### config.mk
export PLATFORM = sky130hd
export DESIGN_NAME = xbar_port_arb
export DESIGN_NICKNAME = d
export VERILOG_FILES = /design/src/rtl/xbar_arb_pkg.sv /design/src/rtl/xbar_arb_regs.sv /design/src/rtl/xbar_arb_pick.sv /design/src/rtl/xbar_port_arb.sv
export SDC_FILE = /design/constraint.sdc
export NUM_CORES = 1
export LEC_CHECK = 0
export BUFFER_PORTS_ARGS = -buffer_cell sky130_fd_sc_hd__buf_2
export CAP_MARGIN = 40
export CORE_UTILIZATION = 30
export CTS_BUF_LIST = sky130_fd_sc_hd__clkbuf_4
export CTS_CLUSTER_SIZE = 10
export DETAILED_ROUTE_END_ITERATION = 8
export GPL_TIMING_DRIVEN = 0
export PLACE_DENSITY = 0.58
export SLEW_MARGIN = 20
export SYNTH_ARGS = -nofsm -noshare
export SYNTH_HDL_FRONTEND = slang
export SYNTH_SLANG_ARGS = --single-unit
### constraint.sdc
create_clock -name clk -period 23.5 [get_ports clk]
set_clock_uncertainty 0.1 [all_clocks]
set_input_delay 7.05 -clock clk [delete_from_list [all_inputs] [get_ports clk]]
set_output_delay 7.05 -clock clk [all_outputs]
set_load 0.005 [all_outputs]
### src/rtl/xbar_arb_pkg.sv
package xbar_arb_pkg;
  localparam int NM        = 8;             // masters
  localparam int IW        = $clog2(NM);    // master index width
  localparam int LW        = 3;             // level code width
  localparam int STRIDE    = 4;             // level field spacing
  localparam int DW        = 32;            // register width
  localparam int MODE_BIT  = 8;
  localparam int PCTL_LO   = 4;
  localparam int LOCK_BIT  = 31;
  localparam logic [LW-1:0] LVL_BAD = '1;   // not a usable level

  typedef enum logic [1:0] {
    PARK_FIXED = 2'd0,
    PARK_LAST  = 2'd1,
    PARK_OFF   = 2'd2,
    PARK_OFF3  = 2'd3
  } park_pol_e;

  typedef struct packed {
    logic          lock;
    logic          rr;
    park_pol_e     pctl;
    logic [IW-1:0] park;
  } pol_t;

  function automatic logic [LW-1:0] lvl_of(logic [DW-1:0] prio, int m);
    return prio[m*STRIDE +: LW];
  endfunction

  function automatic logic [DW-1:0] field_mask();
    logic [DW-1:0] k = '0;
    for (int m = 0; m < NM; m++) k[m*STRIDE +: LW] = '1;
    return k;
  endfunction

  function automatic logic [DW-1:0] reset_levels();
    logic [DW-1:0] k = '0;
    for (int m = 0; m < NM; m++) k[m*STRIDE +: LW] = LW'(m);
    return k;
  endfunction

  function automatic logic [NM-1:0] usable(logic [DW-1:0] prio);
    logic [NM-1:0] u;
    for (int m = 0; m < NM; m++) u[m] = (lvl_of(prio, m) != LVL_BAD);
    return u;
  endfunction

  // lowest code wins, strict compare keeps the lower index on ties
  function automatic logic [IW-1:0] pick_fixed(logic [NM-1:0] elig, logic [DW-1:0] prio);
    logic [LW-1:0] best = LVL_BAD;
    logic [IW-1:0] idx  = '0;
    for (int m = 0; m < NM; m++)
      if (elig[m] && lvl_of(prio, m) < best) begin
        best = lvl_of(prio, m);
        idx  = IW'(m);
      end
    return idx;
  endfunction

  function automatic logic [IW-1:0] pick_rr(logic [NM-1:0] elig, logic [IW-1:0] last);
    logic [IW-1:0] idx = last;
    logic          hit = 1'b0;
    for (int k = 1; k <= NM; k++) begin
      logic [IW-1:0] c;
      c = IW'((int'(last) + k) % NM);
      if (!hit && elig[c]) begin
        idx = c;
        hit = 1'b1;
      end
    end
    return idx;
  endfunction

  function automatic logic [DW-1:0] pol_word(pol_t p);
    logic [DW-1:0] w = '0;
    w[LOCK_BIT]             = p.lock;
    w[MODE_BIT]             = p.rr;
    w[PCTL_LO +: 2]         = p.pctl;
    w[IW-1:0]               = p.park;
    return w;
  endfunction
endpackage

### src/rtl/xbar_arb_regs.sv
module xbar_arb_regs
  import xbar_arb_pkg::*;
(
  input  logic          clk,
  input  logic          rst_n,
  input  logic          wr_en,
  input  logic          addr,
  input  logic [DW-1:0] wdata,
  output logic [DW-1:0] rdata,
  output logic [DW-1:0] prio_o,
  output pol_t          pol_o
);
  logic [DW-1:0] prio_q;
  pol_t          pol_q;
  logic          wr_ok;

  assign wr_ok = wr_en && !pol_q.lock;

  always_ff @(posedge clk) begin
    if (!rst_n) begin
      prio_q <= reset_levels();
      pol_q  <= '{lock: 1'b0, rr: 1'b0, pctl: PARK_FIXED, park: '0};
    end else if (wr_ok) begin
      if (!addr) prio_q <= wdata & field_mask();
      else begin
        pol_q.lock <= wdata[LOCK_BIT];
        pol_q.rr   <= wdata[MODE_BIT];
        pol_q.pctl <= park_pol_e'(wdata[PCTL_LO +: 2]);
        pol_q.park <= wdata[IW-1:0];
      end
    end
  end

  assign rdata  = addr ? pol_word(pol_q) : prio_q;
  assign prio_o = prio_q;
  assign pol_o  = pol_q;
endmodule

### src/rtl/xbar_arb_pick.sv
module xbar_arb_pick
  import xbar_arb_pkg::*;
(
  input  logic [NM-1:0] req,
  input  logic [DW-1:0] prio,
  input  logic          rr,
  input  logic [IW-1:0] last,
  output logic          any,
  output logic [IW-1:0] idx
);
  logic [NM-1:0] elig;

  assign elig = req & usable(prio);
  assign any  = |elig;
  assign idx  = rr ? pick_rr(elig, last) : pick_fixed(elig, prio);
endmodule

### src/rtl/xbar_port_arb.sv
module xbar_port_arb
  import xbar_arb_pkg::*;
(
  input  logic          clk,
  input  logic          rst_n,
  input  logic          cfg_wr,
  input  logic          cfg_addr,
  input  logic [DW-1:0] cfg_wdata,
  output logic [DW-1:0] cfg_rdata,
  input  logic [NM-1:0] req,
  input  logic          xfer_done,
  output logic [NM-1:0] gnt
);
  logic [DW-1:0] prio_w;
  pol_t          pol_w;
  logic [DW-1:0] pol_word_w;
  logic          lock_w;
  logic [NM-1:0] gnt_q;
  logic [IW-1:0] last_q;
  logic          owner_busy;
  logic          arb_fire;
  logic          win_any;
  logic [IW-1:0] win_idx;
  logic [IW-1:0] park_idx;
  logic          park_on;

  xbar_arb_regs u_regs (
    .clk    (clk),
    .rst_n  (rst_n),
    .wr_en  (cfg_wr),
    .addr   (cfg_addr),
    .wdata  (cfg_wdata),
    .rdata  (cfg_rdata),
    .prio_o (prio_w),
    .pol_o  (pol_w)
  );

  xbar_arb_pick u_pick (
    .req  (req),
    .prio (prio_w),
    .rr   (pol_w.rr),
    .last (last_q),
    .any  (win_any),
    .idx  (win_idx)
  );

  assign lock_w     = pol_w.lock;
  assign pol_word_w = pol_word(pol_w);
  assign owner_busy = (|(gnt_q & req)) && !xfer_done;
  assign arb_fire   = !owner_busy;
  assign park_idx   = (pol_w.pctl == PARK_FIXED) ? pol_w.park : last_q;
  assign park_on    = ((pol_w.pctl == PARK_FIXED) || (pol_w.pctl == PARK_LAST))
                      && usable(prio_w)[park_idx];

  always_ff @(posedge clk) begin
    if (!rst_n) begin
      gnt_q  <= NM'(1);
      last_q <= '0;
    end else if (arb_fire) begin
      if (win_any) begin
        gnt_q  <= NM'(1) << win_idx;
        last_q <= win_idx;
      end else begin
        gnt_q  <= park_on ? (NM'(1) << park_idx) : '0;
      end
    end
  end

  assign gnt = gnt_q;
endmodule

# Word level (Yosys, flattened, before mapping)
# Index checks and enable logic that the tools add are counted.
# op_classes
n_shift	2
order_cmp	17
reduce_logical	34
n_bitwise	4
n_mux	52
n_eq_ne	9
addsub	8
# ops
op	count
3-bit 2-to-1 mux	21
3-bit by 4-bit less-than comparator with 1-bit output (second input constant)	9
32-bit 2-to-1 mux	1
1-bit binary-select mux with 3-bit select	9
3-bit != test (second input constant)	8
3-bit less-than comparator	7
1-bit logical AND	18
1-bit 2-to-1 mux	17
8-bit bitwise AND	2
8-bit 2-to-1 mux	2
8-bit OR reduction	2
1-bit by 3-bit << shifter with 8-bit output (first input constant)	2
3-bit adder (second input constant)	4
1-bit logical NOT	9
3-bit by 1-bit adder with 3-bit output (second input constant)	2
3-bit by 2-bit adder with 3-bit output (second input constant)	2
2-bit AND reduction	3
2-bit 2-to-1 mux	2
3-bit less-than comparator (second input constant)	1
2-bit by 1-bit equality test with 1-bit output (second input constant)	1
2-bit logical NOT	1
1-bit NOT	2
1-bit logical OR	1
# word_totals
in_bits	45
output_inout_bits	40
elab_cells	133
register_bits	42

# Longest topological paths before layout
# logic_depth
ltp_word	29
mapped_depth	32
mapped_depth_nobuf	31

# Hierarchy
# Synthesis repeated with hierarchy kept, for this count alone.
# unflattened
cells_unflattened	551
area_unflattened_um2	4206.5
# modules_own_cells
module	seq_area_each_um2	instances	cells_each	area_per_inst_um2
xbar_arb_pick	0.0	1	285	1904.3
xbar_arb_regs	620.6	1	176	1594.0
xbar_port_arb	220.2	1	90	708.2

# Worst setup path after synthesis
# No wires, ideal clock.
# synth_path
path_kind	input -> output
start	input port cfg_addr
end	output port cfg_rdata[31]
n_path_buf	2
t_arrival_ns	7.794
setup_slack_ns	8.556
t_required_ns	16.350
path_stages	3
path_cell_list	clkbuf_1 -> clkbuf_1 -> and2_1
# synth_via
elab_chain_len	1
# synth_rtl
element	line_no	source
start: declaration	xbar_port_arb.sv:7	input logic cfg_addr,
32-bit 2-to-1 mux	xbar_arb_regs.sv:34	assign rdata = addr ? pol_word(pol_q) : prio_q;
end: declaration	xbar_port_arb.sv:9	output logic [DW-1:0] cfg_rdata,
# No other way between the ends.

# Final worst setup path
# Ends and elaborated chain as after synthesis.

==> impl_metrics.py <==
metrics = {
    "clock_network": {
        "cts_buffer_depth": 2,
        "cts.sinks": 42,
        "postCtsResizedCells": 0,
        "htreeDepth": 2,
        "clk_pin_slew_ns": 0.13,
        "postCtsSetupBuffers": 0,
        "clk_latency_ns": 0.36,
        "cts.hold.buffers_added": 0,
        "cts_tree": "yes",
        "cts_buffers": 5,
        "cts-root-buf": "clkbuf_4",
    },
    "die": {
        "start_util": 0.311,
        "die_w_um": 114,
        "io_pins": 85,
        "core_area_um2": 12100,
        "die_h_um": 114,
        "die_area_um2": 13000,
        "rows": 40,
    },
    "route": {
        "drt-initial-drc-count": 251,
        "first_pass_iters": 5,
        "drc": 0,
        "antenna_left": 0,
        "drt-total-wl_um": 11700,
        "via_per_inst": 5.36,
        "num_vias": 3999,
        "wl_per_cell_um": 15.7,
    },
    "final_layout": {
        "layout_commonest_cell": "nand2_1",
        "drive_gt1_frac": 0.223,
        "antennaDiodeCount": 0,
        "synthToLayoutAreaGrowth_pct": 17.0,
        "nets": 629,
        "final_cell_mix": "nand2_1, buf_2, dfxtp_1",
        "final_area_um2": 4410,
        "post-route-util": 0.364,
    },
    "sta": {
        "finalSetupViolations": 0,
        "relSlewSlack": 0.474,
        "tns_ns": 0,
        "worst_pin_slew_ns": 0.770,
        "period_needed_ns": 15.45,
        "drv_slew": 0,
        "hold_viol": 0,
        "period_share": 0.657,
        "rsz0062_at_grt": "false",
        "clock.fmax_mhz": 64.7,
    },
    "run_status": {
        "status": "completed",
    },
    "worst_setup_path": {
        "startpoint": "cfg_addr",
        "reg2reg_from": "u_regs.prio_o[1]",
        "cpLargestDelayFamily": "buffers and inverters",
        "cpPeakStageDelay_ns": 0.43,
        "cp.required_ns": 16.35,
        "critPathCaptureType": "primary output",
        "cp.arrival_ns": 8.30,
        "critical_path.endpoint": "cfg_rdata[31]",
        "r2r_slack_ns": 15.69,
        "cp-start-kind": "input port",
        "r2r_end": "gnt[7]",
        "cpMaxStageDelayCell": "clkbuf_1",
        "ff2ff_path_depth": 31,
        "critPathMaxFanout": 10,
        "crit_buf_inv": 4,
        "path_class": "input port to primary output",
        "cp.depth": 5,
        "path_cells": "buf_2, clkbuf_1, clkbuf_1, and2_1, buf_2",
    },
    "logic_synthesis": {
        "ys_seq_area_frac": 0.223,
        "syn_area_per_cell_um2": 7.64,
        "synth-seq-cells": 42,
        "ys.flop_type": "dfxtp_1",
        "synthesis.area_um2": 3770,
        "yosysWarningCount": 0,
        "post_synth_inst_count": 494,
        "synth_edf_count": 0,
        "ys_types": 76,
        "ys_async_sr_fraction": 0,
    },
    "power": {
        "irDropWorstVdd_mv": 0.0283,
        "leakage_nw": 1.86,
        "powerDensity_nw_per_um2": 63.5,
    },
    "placed_design": {
        "hpwl_um": 9530,
        "routabilityCongestion": 0.900,
        "portBuffers": 69,
        "placed_cell_area_um2": 4360,
    },
    "global_route": {
        "antenna_found_initial": 0,
        "grt-ovfl-total": 0,
        "grtUsageTotal": 0.179,
        "grt_start_max_net_pins": 15,
        "grt_pass1_wl_um": 18600,
        "grt_pass1_vias": 3781,
    },
    "flow_run": {
        "cap_violations": 0,
    },
    "worst_hold_path": {
        "hold_class": "flop to flop",
    },
}
[layer usage]
| metal | wire, um | global-route usage |
|---|---|---|
| met1 | 5200 | 0.224 |
| met4 | 335 | 0.0771 |
| met5 | 0 | 0 |
| met2 | 5800 | 0.315 |
| met3 | 384 | 0.0169 |
[worst register-to-register path: cells and delay by family (launching register included)]
kind / cells / cell delay (ns)
AO/OA/AOI/OAI: 17 / 4.26
AND/OR/NAND/NOR: 11 / 2.24
adder cells (fa/ha/maj): 3 / 0.71
flip-flops: 1 / 0.43
[cell usage after synthesis, types with 8 or more instances]
library cell | n | area [um2]
nand2_1 | 89 | 334
dfxtp_1 | 42 | 841
a21oi_1 | 30 | 150
nor2_1 | 28 | 105
nand3_1 | 25 | 125
nor2b_1 | 24 | 150
mux2i_1 | 20 | 200
o21ai_0 | 20 | 100
clkbuf_1 | 18 | 67.6
inv_1 | 17 | 63.8
o211ai_1 | 11 | 82.6
and2_1 | 9 | 56.3
mux4_2 | 9 | 203
mux2_2 | 8 | 90.1
[cell families (layout without fill, tap and decap cells)]
| group | Yosys count | count (layout) | share of synthesized area |
|---|---|---|---|
| simple gates | 229 | 229 | 0.307 |
| other cells | 1 | 7 | 0.000994 |
| mux | 37 | 37 | 0.131 |
| compound gates | 129 | 129 | 0.252 |
| xor+xnor | 5 | 5 | 0.0116 |
| buf+inv | 44 | 122 | 0.0511 |
| fa+ha+maj | 7 | 7 | 0.0232 |
| flops | 42 | 42 | 0.223 |
[area by class of cell]
| type | instances | area, um2 |
|---|---|---|
| Buffer | 26 | 125 |
| Clock buffer | 5 | 37.5 |
| Clock inverter | 3 | 21.3 |
| Fill cell | 1345 | 7700 |
| Inverter | 18 | 67.6 |
| Multi-Input combinational cell | 414 | 2760 |
| Sequential cell | 42 | 841 |
| Tap cell | 168 | 210 |
| Timing Repair Buffer | 70 | 350 |
[stage by stage]
step | hold WS [ns] | worst slack (ns) | instances | total power [W]
after global placement | 0.382 | 8.07 | 737 | 0.000238
after detailed placement | 0.376 | 8.03 | 738 | 0.000242
final | 0.394 | 8.05 | 746 | 0.000280
after floorplan | 0.355 | 8.56 | 500 | 0.000202
after global routing | 0.425 | 7.93 | 746 | 0.000301
after CTS | 0.395 | 8.02 | 746 | 0.000279
[power by group]
| part | leakage, nW | total (W) | internal, W | switching, W |
|---|---|---|---|---|
| sequential | 0.345 | 0.0000864 | 0.0000787 | 0.00000769 |
| combinational | 1.48 | 0.000156 | 0.0000655 | 0.0000906 |
| clock | 0.0312 | 0.0000378 | 0.0000117 | 0.0000261 |
| total | 1.86 | 0.000280 | 0.000156 | 0.000124 |
[worst min-delay path by stage]
stage | startpoint | endpoint | slack [ns] | depth (start not counted)
floorplan | u_regs.prio_o[24] | u_regs.prio_o[24] | 0.35 | 2
global placement | u_regs.prio_o[24] | u_regs.prio_o[24] | 0.38 | 2
detailed placement | u_regs.prio_o[24] | u_regs.prio_o[24] | 0.38 | 2
CTS | u_regs.prio_o[24] | u_regs.prio_o[24] | 0.40 | 2
global route | u_regs.prio_o[24] | u_regs.prio_o[24] | 0.43 | 2
finish | u_regs.prio_o[24] | u_regs.prio_o[24] | 0.39 | 2
[flip-flops by register name, indices dropped and copies added (netlist names)]
signal,count
u_regs.pol_o,7
last_q,3
u_regs.prio_o,24
gnt,8
No activity file was read; power rests on OpenSTA's default activity.
